--- config.mk ---
export PLATFORM = sky130hd
export DESIGN_NAME = busStrobeGen
export DESIGN_NICKNAME = d
export VERILOG_FILES = /design/src/rtl/busStrobePkg.sv /design/src/rtl/busSeqCtrl.sv /design/src/rtl/busPortPath.sv /design/src/rtl/busStrobeGen.sv
export SDC_FILE = /design/constraint.sdc
export NUM_CORES = 1
export LEC_CHECK = 0
export BUFFER_PORTS_ARGS = -buffer_cell sky130_fd_sc_hd__clkbuf_2
export CAP_MARGIN = 20
export CELL_PAD_IN_SITES_DETAIL_PLACEMENT = 1
export CELL_PAD_IN_SITES_GLOBAL_PLACEMENT = 1
export CORE_MARGIN = 4
export CORE_UTILIZATION = 43
export CTS_CLUSTER_DIAMETER = 200
export DETAILED_ROUTE_END_ITERATION = 7
export GPL_TIMING_DRIVEN = 0
export HOLD_SLACK_MARGIN = 0.1
export PLACE_DENSITY = 0.91
export SLEW_MARGIN = 30
export SYNTH_ARGS = -nofsm -noshare
export SYNTH_HDL_FRONTEND = slang
export SYNTH_HIERARCHICAL = 1
export SYNTH_SLANG_ARGS = --single-unit
--- constraint.sdc ---
create_clock -name clk -period 3.5 [get_ports clk]
set_input_delay 0.525 -clock clk [delete_from_list [all_inputs] [get_ports clk]]
set_output_delay 0.525 -clock clk [all_outputs]
set_load 0.005 [all_outputs]
--- src/rtl/busStrobePkg.sv ---
package busStrobePkg;

  // Flags captured once per machine cycle
  typedef struct packed {
    logic ext;
    logic rd;
    logic wr;
    logic wide;
    logic aleOff;
    logic tbl;
  } cycFlagsT;

  // Strobe values for the position being entered, control -> datapath
  typedef struct packed {
    logic ale;
    logic psenN;
    logic rdN;
    logic wrN;
    logic selHi;
    logic narrow;
    logic cycleLoad;
  } strobeT;

endpackage

--- src/rtl/busSeqCtrl.sv ---
module busSeqCtrl
  import busStrobePkg::*;
#(
  parameter int STATES = 6,
  parameter int PHASES = 2
) (
  input  logic   clk,
  input  logic   rst,
  input  logic   extExec,
  input  logic   dataRd,
  input  logic   dataWr,
  input  logic   widePtr,
  input  logic   aleOff,
  input  logic   tableFetch,
  output strobeT strb
);

  localparam int CYCLE = STATES * PHASES;
  localparam int CW    = $clog2(CYCLE);
  localparam int HALF  = STATES / 2;

  localparam logic [CW-1:0] LAST      = CW'(CYCLE - 1);
  localparam logic [CW-1:0] ALE_A     = CW'(PHASES - 1);
  localparam logic [CW-1:0] ALE_A_END = CW'(2 * PHASES - 2);
  localparam logic [CW-1:0] ALE_B     = CW'(HALF * PHASES + PHASES - 1);
  localparam logic [CW-1:0] ALE_B_END = CW'(HALF * PHASES + 2 * PHASES - 2);
  localparam logic [CW-1:0] PSEN_A    = CW'(2 * PHASES);
  localparam logic [CW-1:0] PSEN_A_END= CW'(3 * PHASES);
  localparam logic [CW-1:0] PSEN_B    = CW'((STATES - 1) * PHASES);
  localparam logic [CW-1:0] DS_END    = CW'(HALF * PHASES);

  logic [CW-1:0] cnt, cntNext;
  logic          wrap;
  cycFlagsT      flags, flagsNext, curIn;
  logic          dataCyc, narrowCyc, aleEn, fetchWin, aleWinA, aleWinB;

  function automatic logic inWin(logic [CW-1:0] c, logic [CW-1:0] lo,
                                 logic [CW-1:0] hi);
    return (c >= lo) && (c <= hi);
  endfunction

  always_comb begin
    wrap    = (cnt == LAST);
    cntNext = wrap ? '0 : cnt + 1'b1;
    curIn   = '{ext: extExec, rd: dataRd, wr: dataWr, wide: widePtr,
                aleOff: aleOff, tbl: tableFetch};
    flagsNext = wrap ? curIn : flags;
  end

  always_ff @(posedge clk) begin
    if (rst) begin
      cnt   <= '0;
      flags <= '0;
    end else begin
      cnt   <= cntNext;
      flags <= flagsNext;
    end
  end

  // Strobe decode for the position about to be entered
  always_comb begin
    dataCyc   = flagsNext.rd | flagsNext.wr;
    narrowCyc = dataCyc & ~flagsNext.wide;
    aleEn     = ~flagsNext.aleOff | flagsNext.ext | dataCyc | flagsNext.tbl;
    aleWinA   = inWin(cntNext, ALE_A, ALE_A_END);
    aleWinB   = inWin(cntNext, ALE_B, ALE_B_END);
    fetchWin  = inWin(cntNext, PSEN_A, PSEN_A_END) | inWin(cntNext, PSEN_B, LAST);

    strb.ale       = aleEn & (aleWinB | (~dataCyc & aleWinA));
    strb.psenN     = ~(flagsNext.ext & ~dataCyc & fetchWin);
    strb.rdN       = ~(flagsNext.rd & (cntNext < DS_END));
    strb.wrN       = ~(flagsNext.wr & ~flagsNext.rd & (cntNext < DS_END));
    strb.selHi     = (flagsNext.ext & ~narrowCyc) | (dataCyc & flagsNext.wide);
    strb.narrow    = narrowCyc;
    strb.cycleLoad = wrap;
  end

  // counter never leaves the machine cycle
  a_r1_count_range: assert property (@(posedge clk) disable iff (rst)
    cnt <= LAST);

  // flags only move at the cycle boundary
  a_r8_flags_hold: assert property (@(posedge clk) disable iff (rst)
    (cnt != LAST) |=> $stable(flags));

endmodule

--- src/rtl/busPortPath.sv ---
module busPortPath
  import busStrobePkg::*;
#(
  parameter int ADDR_W = 8
) (
  input  logic              clk,
  input  logic              rst,
  input  strobeT            strb,
  input  logic [ADDR_W-1:0] addrHi,
  input  logic [ADDR_W-1:0] p2Reg,
  output logic              ale,
  output logic              psenN,
  output logic              rdN,
  output logic              wrN,
  output logic              hiSel,
  output logic [ADDR_W-1:0] p2Out
);

  logic [ADDR_W-1:0] heldP2, portNext;

  always_comb begin
    if (strb.selHi)       portNext = addrHi;
    else if (strb.narrow) portNext = strb.cycleLoad ? p2Reg : heldP2;
    else                  portNext = p2Reg;
  end

  always_ff @(posedge clk) begin
    if (rst) begin
      ale    <= 1'b0;
      psenN  <= 1'b1;
      rdN    <= 1'b1;
      wrN    <= 1'b1;
      hiSel  <= 1'b0;
      p2Out  <= '0;
      heldP2 <= '0;
    end else begin
      ale    <= strb.ale;
      psenN  <= strb.psenN;
      rdN    <= strb.rdN;
      wrN    <= strb.wrN;
      hiSel  <= strb.selHi;
      p2Out  <= portNext;
      if (strb.cycleLoad) heldP2 <= p2Reg;
    end
  end

  // a latch pulse is never a single clock
  a_r2_ale_pair: assert property (@(posedge clk) disable iff (rst)
    $rose(ale) |=> ale);

  // latch and fetch strobes never overlap
  a_r5_ale_psen_excl: assert property (@(posedge clk) disable iff (rst)
    !(ale && !psenN));

  // no fetch strobe while a data strobe is active
  a_r6_psen_quiet: assert property (@(posedge clk) disable iff (rst)
    (!rdN || !wrN) |-> psenN);

  // read and write strobes exclusive
  a_r7_rd_wr_excl: assert property (@(posedge clk) disable iff (rst)
    !(!rdN && !wrN));

  // port value frozen during an 8-bit-pointer access
  a_r10_p2_hold: assert property (@(posedge clk) disable iff (rst)
    ((!rdN || !wrN) && !hiSel && $past(!rdN || !wrN) && $past(!hiSel))
      |-> $stable(p2Out));

endmodule

--- src/rtl/busStrobeGen.sv ---
module busStrobeGen
  import busStrobePkg::*;
#(
  parameter int STATES = 6,
  parameter int PHASES = 2,
  parameter int ADDR_W = 8
) (
  input  logic              clk,
  input  logic              rst,
  input  logic              extExec,
  input  logic              dataRd,
  input  logic              dataWr,
  input  logic              widePtr,
  input  logic              aleOff,
  input  logic              tableFetch,
  input  logic [ADDR_W-1:0] addrHi,
  input  logic [ADDR_W-1:0] p2Reg,
  output logic              ale,
  output logic              psenN,
  output logic              rdN,
  output logic              wrN,
  output logic              hiSel,
  output logic [ADDR_W-1:0] p2Out
);

  strobeT strb;

  busSeqCtrl #(.STATES(STATES), .PHASES(PHASES)) uCtrl (
    .clk(clk), .rst(rst), .extExec(extExec), .dataRd(dataRd),
    .dataWr(dataWr), .widePtr(widePtr), .aleOff(aleOff),
    .tableFetch(tableFetch), .strb(strb)
  );

  busPortPath #(.ADDR_W(ADDR_W)) uPath (
    .clk(clk), .rst(rst), .strb(strb), .addrHi(addrHi), .p2Reg(p2Reg),
    .ale(ale), .psenN(psenN), .rdN(rdN), .wrN(wrN), .hiSel(hiSel),
    .p2Out(p2Out)
  );

endmodule

======== Word-level counts from Yosys, hierarchy flattened ========
Index checks and enable logic that the tools add are counted.
operators by class
  $add $sub $neg .......................... 1
  order comparisons ....................... 9
  equal/unequal tests ..................... 1
  multiplexer cells ....................... 5
  bitwise logic cells ..................... 25
  reductions and logical operators ........ 4
operator list
  cell                                                                               count
  8-bit two-way mux                                                                  3
  1-bit bitwise AND                                                                  10
  4-bit by 3-bit >= comparator with 1-bit output (second input constant)             2
  4-bit less-or-equal comparator (second input constant)                             2
  1-bit inverter                                                                     8
  1-bit bitwise OR                                                                   7
  6-bit two-way mux                                                                  1
  4-bit by 1-bit adder with 4-bit output (second input constant)                     1
  4-bit == test (second input constant)                                              1
  4-bit by 1-bit >= comparator with 1-bit output (second input constant)             1
  4-bit >= comparator (second input constant)                                        1
  4-bit by 2-bit less-or-equal comparator with 1-bit output (second input constant)  1
  4-bit by 3-bit less-or-equal comparator with 1-bit output (second input constant)  1
  1-bit logical AND                                                                  4
  4-bit by 3-bit < comparator with 1-bit output (second input constant)              1
  4-bit two-way mux                                                                  1
word-level totals
  flip-flop bits (word level) ............. 31
  input port bits ......................... 24
  output and inout port bits .............. 13
  logic and storage cells ................. 59

======== Depth between registers and ports, before layout ========
Gate-level depths: netlist of run 1.
  depth after elaboration ................. 8
  depth in mapped cells ................... 10
  gate-level depth less buffers ........... 8

======== Cells and area by module ========
Netlist of run 1, hierarchy kept.
by module, submodules not included
  module       instances  cells an instance  area each (sq um)  sequential area each (sq um)
  busPortPath  1          84                 944.7              420.4
  busSeqCtrl   1          73                 608.1              200.2

======== Least setup slack after synthesis of run 1 ========
Ideal clock, no wire load.
  kind .................................... reg2reg
  from .................................... register uCtrl.cnt[0]
  to ...................................... register uPath.p2Out[6]
  setup time .............................. 0.103 ns
  data arrival time ....................... 2.040 ns
  required time ........................... 3.397 ns
  slack ................................... 1.356 ns
  stages on the path, launching flop included .. 9
  path buffers ............................ 2
  clock period less this slack ............ 2.144 ns
  path through ............................ dfxtp_1 ha_1 nand3b_4 inv_2 mux2i_1 mux2i_1 buf_6 buf_4 a2111oi_2
RTL lines
  item                    line               text
  start, declared         busSeqCtrl.sv:32   logic [CW-1:0] cnt, cntNext;
  start signal, assigned  busSeqCtrl.sv:55   cnt <= cntNext;
  end signal, assigned    busPortPath.sv:42  p2Out <= portNext;
  end, declared           busPortPath.sv:16  output logic [ADDR_W-1:0] p2Out

==> summary.txt, run 1 <==
Status
  – Status: completed

Final layout
  – Ratio of cells with drive above 1 in the final layout: a little under two fifths
  – Area growth syn-to-layout: 19.9%
  – Commonest non-fill, non-tap cell in the layout: clkbuf_2
  – N_diodes: 0
  – Fin nets: ~230
  – Commonest non-fill, non-tap cells in the layout: 36 x clkbuf_2, 31 x dfxtp_1, 17 x nor2_1, 13 x mux2i_1, 12 x inv_1

Drt
  – Vias: 1329
  – DRT iter0 DRCs: 24
  – Vias per cell: ~5.4
  – DR WL met3: about 190 um
  – Top Layer Used: met4
  – Detailed-route wire length: approximately 4.3 mm
  – M1 WL: 1.70 mm
  – Average wire per standard cell: 17.3 um
  – Routed wl met2: approximately 2.3 mm
  – Final ANT Viol Nets: 0
  – Drt pass-1 iters: 4
  – Remaining DRCs: 0

Die
  – Cell Rows: 21
  – Initial Util: a little under half
  – Core ar.: ~0.0034 sq mm
  – Die width: between 60 and 70 um
  – Die Ht: roughly 68 um
  – I/O Pins: 37
  – Die area: roughly 0.0046 sq mm

STA
  – Hold WS: 418 ps
  – Least-Margin Pin Slew: ~560 ps
  – RSZ-0062 raised after global routing: false
  – Setup Viol. Count Final: 0
  – Hold Fails Final Rpt: 0
  – Clock Skew: between 3 and 4 ps
  – Setup total negative slack: 0 ps
  – Slew Viols, Final: 0
  – Post-route minimum period: roughly 2700 ps
  – Period Utilization, post-route: between 70% and 80%
  – Max Clock Freq: 371 MHz
  – Slew Limit Headroom: a little over three fifths

Synthesis
  – Mean Syn Cell Area: ~10 sq um
  – Mux share of post-synthesis cell area: between 8 and 9%
  – Compound-Gate Fraction of Synth Area: about an eighth
  – Xor/xnor share of the synthesized area: 0%
  – Post-Synth Adder-Cell Area: roughly 3.2%
  – Syn Nets: ~190
  – Largest family of logic cells by synthesized area: simple AND/OR/NAND/NOR gates
  – Cell area after synthesis: 0.00155 sq mm
  – Synth Register Bits: 31
  – Post-Syn Instances: 157
  – Synthesis Warnings: 6
  – Synth Flop Type: dfxtp_1
  – Asr flop ratio synth: 0%
  – Post-synth EDFFs: 0
  – Register area share after synthesis: 40.0%
  – Synth unique cells: 36
  – Post-Synth Simple-Gate Area: a little over a quarter

Pwr
  – LEAKAGE: about 0.85 nW
  – Power Dens Cells: 384 mW/mm^2
  – VDD IR max: about 250 uV

Critical path
  – Crit path arrival time: between 2000 and 3000 ps
  – Startpoint types: flip-flop
  – Crit path kind: reg2reg
  – Buf+Inv Stages, Crit Path: 3
  – Crit path launch: uCtrl/cnt[0]
  – Crit-path max FO: 10
  – Crit-path cells: ha_1, nand3b_4, inv_2, mux2i_1, mux2i_1, buf_6, buf_4, a2111oi_2
  – CP dominant cell by count: mux2i_1
  – Slowest stage delay, CP: about 480 ps
  – Slowest CP cell: dfxtp_1
  – CP Data Required Time: about 3700 ps
  – Largest delay share family, worst path: multiplexers
  – Reg-to-reg startpoint: uCtrl/cnt[0]
  – Crit end category: flip-flop

CTS
  – Worst skew pair latency: 340 ps
  – Post CTS Setup Buffer Count: 0
  – H-tree depth: 2
  – Maximum clock insertion buffer count: 2
  – CTS tree: done
  – Total CTS buffers: 5
  – Hold buffer count at cts: 0
  – CTS Root Cell: clkbuf_4
  – Clock sink count: 31
  – PostCTS Resize Cnt: 0
  – Clk pin slew, worst setup/hold paths: approximately 90 ps

Global route
  – Gr ovfl total: 0
  – Pin count of the biggest net entering global routing: 11
  – First-pass GRT wire length: 6.90 mm
  – Vias in the first global route: around 1.4k
  – Antenna violations before repair: 0
  – Gr usage total: 21.0%

Run
  – Max-cap violations: 0

Placement
  – Routability cong.: approximately 0.78
  – IO buf count: 36
  – DP HPWL: 3.16 mm

Worst hold path
  – Worst Hold Launch: tableFetch
  – Hold Crit Class: in2reg
[report_power, final]
group	switching (mW)	leakage [nW]	internal (mW)	total (mW)
combinational	0.0405	0.561	0.0349	0.0754
sequential	0.00678	0.253	0.362	0.369
clock	0.123	0.0383	0.147	0.270
total	0.171	0.853	0.544	0.715
[registers in the layout, indices dropped and copies added (netlist names)]
name	count
uPath/wrN	1
uPath/p2Out	8
uPath/hiSel	1
uPath/heldP2	8
uCtrl/cnt	4
uCtrl/flags	6
uPath/psenN	1
uPath/ale	1
uPath/rdN	1
[logic make-up (layout without fill, tap and decap cells)]
group,Yosys count,after routing
buf+inv,24,67
fa+ha+maj,4,4
compound gates,20,20
simple gates,65,65
flops,31,31
mux,13,13
[worst register-to-register path, cell delays in order, from the launching register on]
cell,delay (ps)
dfxtp_1,480
ha_1,370
nand3b_4,170
inv_2,210
mux2i_1,450
mux2i_1,160
buf_6,180
buf_4,200
a2111oi_2,360
[final cells by class]
type | instances | area (sq um)
flip-flops and latches | 31 | 621
well taps | 46 | 57.6
repair buffers | 36 | 180
clock inverters | 1 | 30.0
inverters | 13 | 48.8
fillers | 414 | 1550
clock buffers | 6 | 41.3
multi-input cells | 102 | 779
plain buffers | 11 | 104
[per-layer routing]
layer | up-vias | global-route usage [%]
met5 | - | 0
met4 | 0 | 10.2
met3 | 15 | 6.57
met2 | 33 | 36.3
met1 | 649 | 23.2
li1 | 632 | -
[synth_stat cells (2+ instances only)]
cell type	instances	share of area, %
a2111oi_2	8	7.7
nand2b_1	2	0.81
nor3_2	8	5.2
or2_2	3	1.2
nand4b_1	3	1.7
buf_4	3	1.5
clkbuf_1	2	0.48
and2_1	2	0.81
nor2b_1	4	1.6
a21oi_1	5	1.6
nand2_1	8	1.9
dfxtp_1	31	40
mux2i_1	13	8.4
buf_6	3	2.2
nor2_1	17	4.1
inv_1	12	2.9
o21ai_0	2	0.64
ha_1	4	3.2
nor3b_1	2	0.97
nor3_1	9	2.9
[metrics by stage]
step | std cells | utilization, % | power (mW) | cell area, sq um | setup slack (ps)
floorplan | 157 | - | 0.416 | 1550 | 1360
global placement | 239 | 52.4 | 0.444 | 1790 | 1070
detailed placement | 239 | 52.4 | 0.452 | 1790 | 870
CTS | 246 | 54.5 | 0.718 | 1860 | 824
global route | 246 | 54.5 | 0.755 | 1860 | 601
finish | 246 | 54.5 | 0.715 | 1860 | 807
[worst paths after layout]
| path | endpoint | slack (ps) | depth (start not counted) |
|---|---|---|---|
| max | uPath/p2Out[0] | 810 | 8 |
| min | uCtrl/flags[0] | 420 | 3 |
| max reg2reg | uPath/p2Out[0] | 810 | 8 |
| min reg2reg | uCtrl/flags[0] | 460 | 2 |
No activity file was read; power rests on OpenSTA's default activity.
==> inputs of run 2 (changes only) <==
--- a/config.mk
+++ b/config.mk
@@ -10,12 +10,12 @@
 export CELL_PAD_IN_SITES_DETAIL_PLACEMENT = 1
 export CELL_PAD_IN_SITES_GLOBAL_PLACEMENT = 1
 export CORE_MARGIN = 4
-export CORE_UTILIZATION = 43
+export CORE_UTILIZATION = 36
 export CTS_CLUSTER_DIAMETER = 200
 export DETAILED_ROUTE_END_ITERATION = 7
 export GPL_TIMING_DRIVEN = 0
 export HOLD_SLACK_MARGIN = 0.1
-export PLACE_DENSITY = 0.91
+export PLACE_DENSITY = 0.83
 export SLEW_MARGIN = 30
 export SYNTH_ARGS = -nofsm -noshare
 export SYNTH_HDL_FRONTEND = slang
==> constraint.sdc (replaced) <==
create_clock -name clk -period 2.25 [get_ports clk]
set_input_delay 0.3375 -clock clk [delete_from_list [all_inputs] [get_ports clk]]
set_output_delay 0.3375 -clock clk [all_outputs]
set_load 0.005 [all_outputs]
==> summary.txt, run 2 (synthesis results as in run 1) <==
Status
  – Status: completed

Final layout
  – Final instance area: approximately 0.002 sq mm
  – Fillers: ~500
  – Multi-input gate area: 821 sq um
  – Final core occ: a little under 50%
  – Commonest non-fill, non-tap cells in the layout: 36 x clkbuf_2, 29 x dfxtp_1, 17 x nor2_1, 12 x inv_1, 10 x mux2i_1
  – Ratio of cells with drive above 1 in the final layout: a little over two fifths
  – Biggest regs: uPath/heldP2 x8, uPath/p2Out x8, uCtrl/flags x6
  – Commonest non-fill, non-tap cell in the layout: clkbuf_2
  – Register area: around 630 sq um
  – N_diodes: 0
  – Fin nets: between 200 and 250
  – Area growth syn-to-layout: 28.6%

STA
  – Post-route minimum period: approximately 2100 ps
  – Setup total negative slack: 0 ps
  – Slew Viols, Final: 0
  – Hold WS: about 270 ps
  – Max Clock Freq: 471 MHz
  – Slew Limit Headroom: between 60% and 70%
  – Setup Viol. Count Final: 0
  – Setup ws final: 127 ps
  – Period Utilization, post-route: a little over nine tenths
  – Clock Skew: approximately 6.4 ps
  – Hold Fails Final Rpt: 0
  – Least-Margin Pin Slew: around 540 ps
  – RSZ-0062 raised after global routing: true

Die
  – Core ar.: between 0.004 and 0.005 sq mm
  – I/O Pins: 37
  – Initial Util: ~38%
  – Die width: around 74 um
  – Cell Rows: 23
  – Die Ht: 73.7 um
  – Die area: ~0.0054 sq mm

Global route
  – Gr ovfl total: 0
  – Vias in the first global route: around 1.4k
  – Pin count of the biggest net entering global routing: 11
  – Gr usage total: between 10% and 20%
  – Antenna violations before repair: 0
  – First-pass GRT wire length: between 6 and 7 mm

Pwr
  – Seq pwr share: 45.1%
  – VDD IR max: between 300 and 400 uV
  – NetSw: between 0.2 and 0.3 mW
  – Internal: 0.978 mW
  – Clock power share: between 40% and 50%
  – LEAKAGE: a little under 0.9 nW
  – Power Dens Cells: between 600 and 700 mW/mm^2
  – Combinational share of power: a little under a tenth
  – Net Sw Frac: 23.2%

Drt
  – Remaining DRCs: 0
  – Final ANT Viol Nets: 0
  – Vias per cell: 5.16
  – Drt pass-1 iters: 4
  – Average wire per standard cell: about 16 um
  – Detailed-route wire length: ~4.0 mm
  – DRT iter0 DRCs: 38
  – Vias: 1316

Critical path
  – Crit-path max FO: 8
  – Crit path arrival time: around 2300 ps
  – Startpoint types: flip-flop
  – CP Data Required Time: ~2400 ps
  – Crit path kind: reg2reg
  – Crit end category: flip-flop
  – R2r setup slk: approximately 130 ps

CTS
  – Total CTS buffers: 5
  – CTS tree: done
  – Clock sink count: 31
  – Worst skew pair latency: between 200 and 300 ps
  – CTS Root Cell: clkbuf_8
  – Clk pin slew, worst setup/hold paths: approximately 70 ps
  – Maximum clock insertion buffer count: 2
  – H-tree depth: 2

Placement
  – Placed Area: 0.00180 sq mm
  – IO buf count: 36
  – Routability cong.: between 0.7 and 0.8
  – DP HPWL: around 2.7 mm
  – Setup WS pre-CTS: -341 ps

Run
  – Max-cap violations: 0

Worst hold path
  – Hold Crit Class: in2reg
## run 2: timing repair
item                       4_1_cts  5_1_grt
hold endpoints to repair         0        0
buffers inserted                 0        4
resized for setup                9        4
hold buffers                     0        0
setup endpoints to repair        9        8
## run 2: layout make-up
class | count | area share (%)
Sequential cell | 31 | 31.3
Inverter | 13 | 2.82
Multi-Input combinational cell | 102 | 41.1
Tap cell | 50 | 3.13
Buffer | 11 | 5.20
Timing Repair Buffer | 40 | 10.5
Clock buffer | 6 | 4.14
Clock inverter | 2 | 1.75
## run 2: power groups by stage
stage          Sequential [mW]  Clock (mW)  Combinational [mW]
6_report                 0.575       0.582               0.117
5_1_grt                  0.576       0.625               0.131
4_1_cts                  0.575       0.592               0.117
3_5_place_dp             0.586           0               0.114
3_3_place_gp             0.585           0               0.110
2_1_floorplan            0.586           0              0.0619
## run 2: final timing paths
| path | start | to | depth (start not counted) |
|---|---|---|---|
| setup / recovery | uCtrl/cnt[0] | uPath/p2Out[5] | 10 |
| hold / removal | rst | uPath/p2Out[4] | 2 |
| setup reg to reg | uCtrl/cnt[0] | uPath/p2Out[5] | 10 |
| hold reg to reg | uCtrl/flags[0] | uCtrl/flags[0] | 2 |
## run 2: per-layer routing
metal / GRT usage (%) / share of wire, % / vias up
li1: - / - / 634
met1: 14.8 / 39 / 621
met2: 28.0 / 52 / 43
met3: 6.16 / 6.0 / 18
met4: 8.05 / 3.7 / 0
met5: 0 / 0 / -
## run 2: critical path: stages (launching register included)
cell       delay, ps
dfxtp_4          400
ha_4             190
nand3b_4         150
inv_8            130
mux2i_4          250
and2_1           160
buf_4            130
nor2b_4          140
buf_6            140
nor3_1            60
a2111oi_2        280
## run 2: through the flow
stage          instances  total power, mW
2_1_floorplan        157            0.647
5_1_grt              255             1.33
3_5_place_dp         243            0.700
6_report             255             1.27
3_3_place_gp         243            0.695
4_1_cts              251             1.28
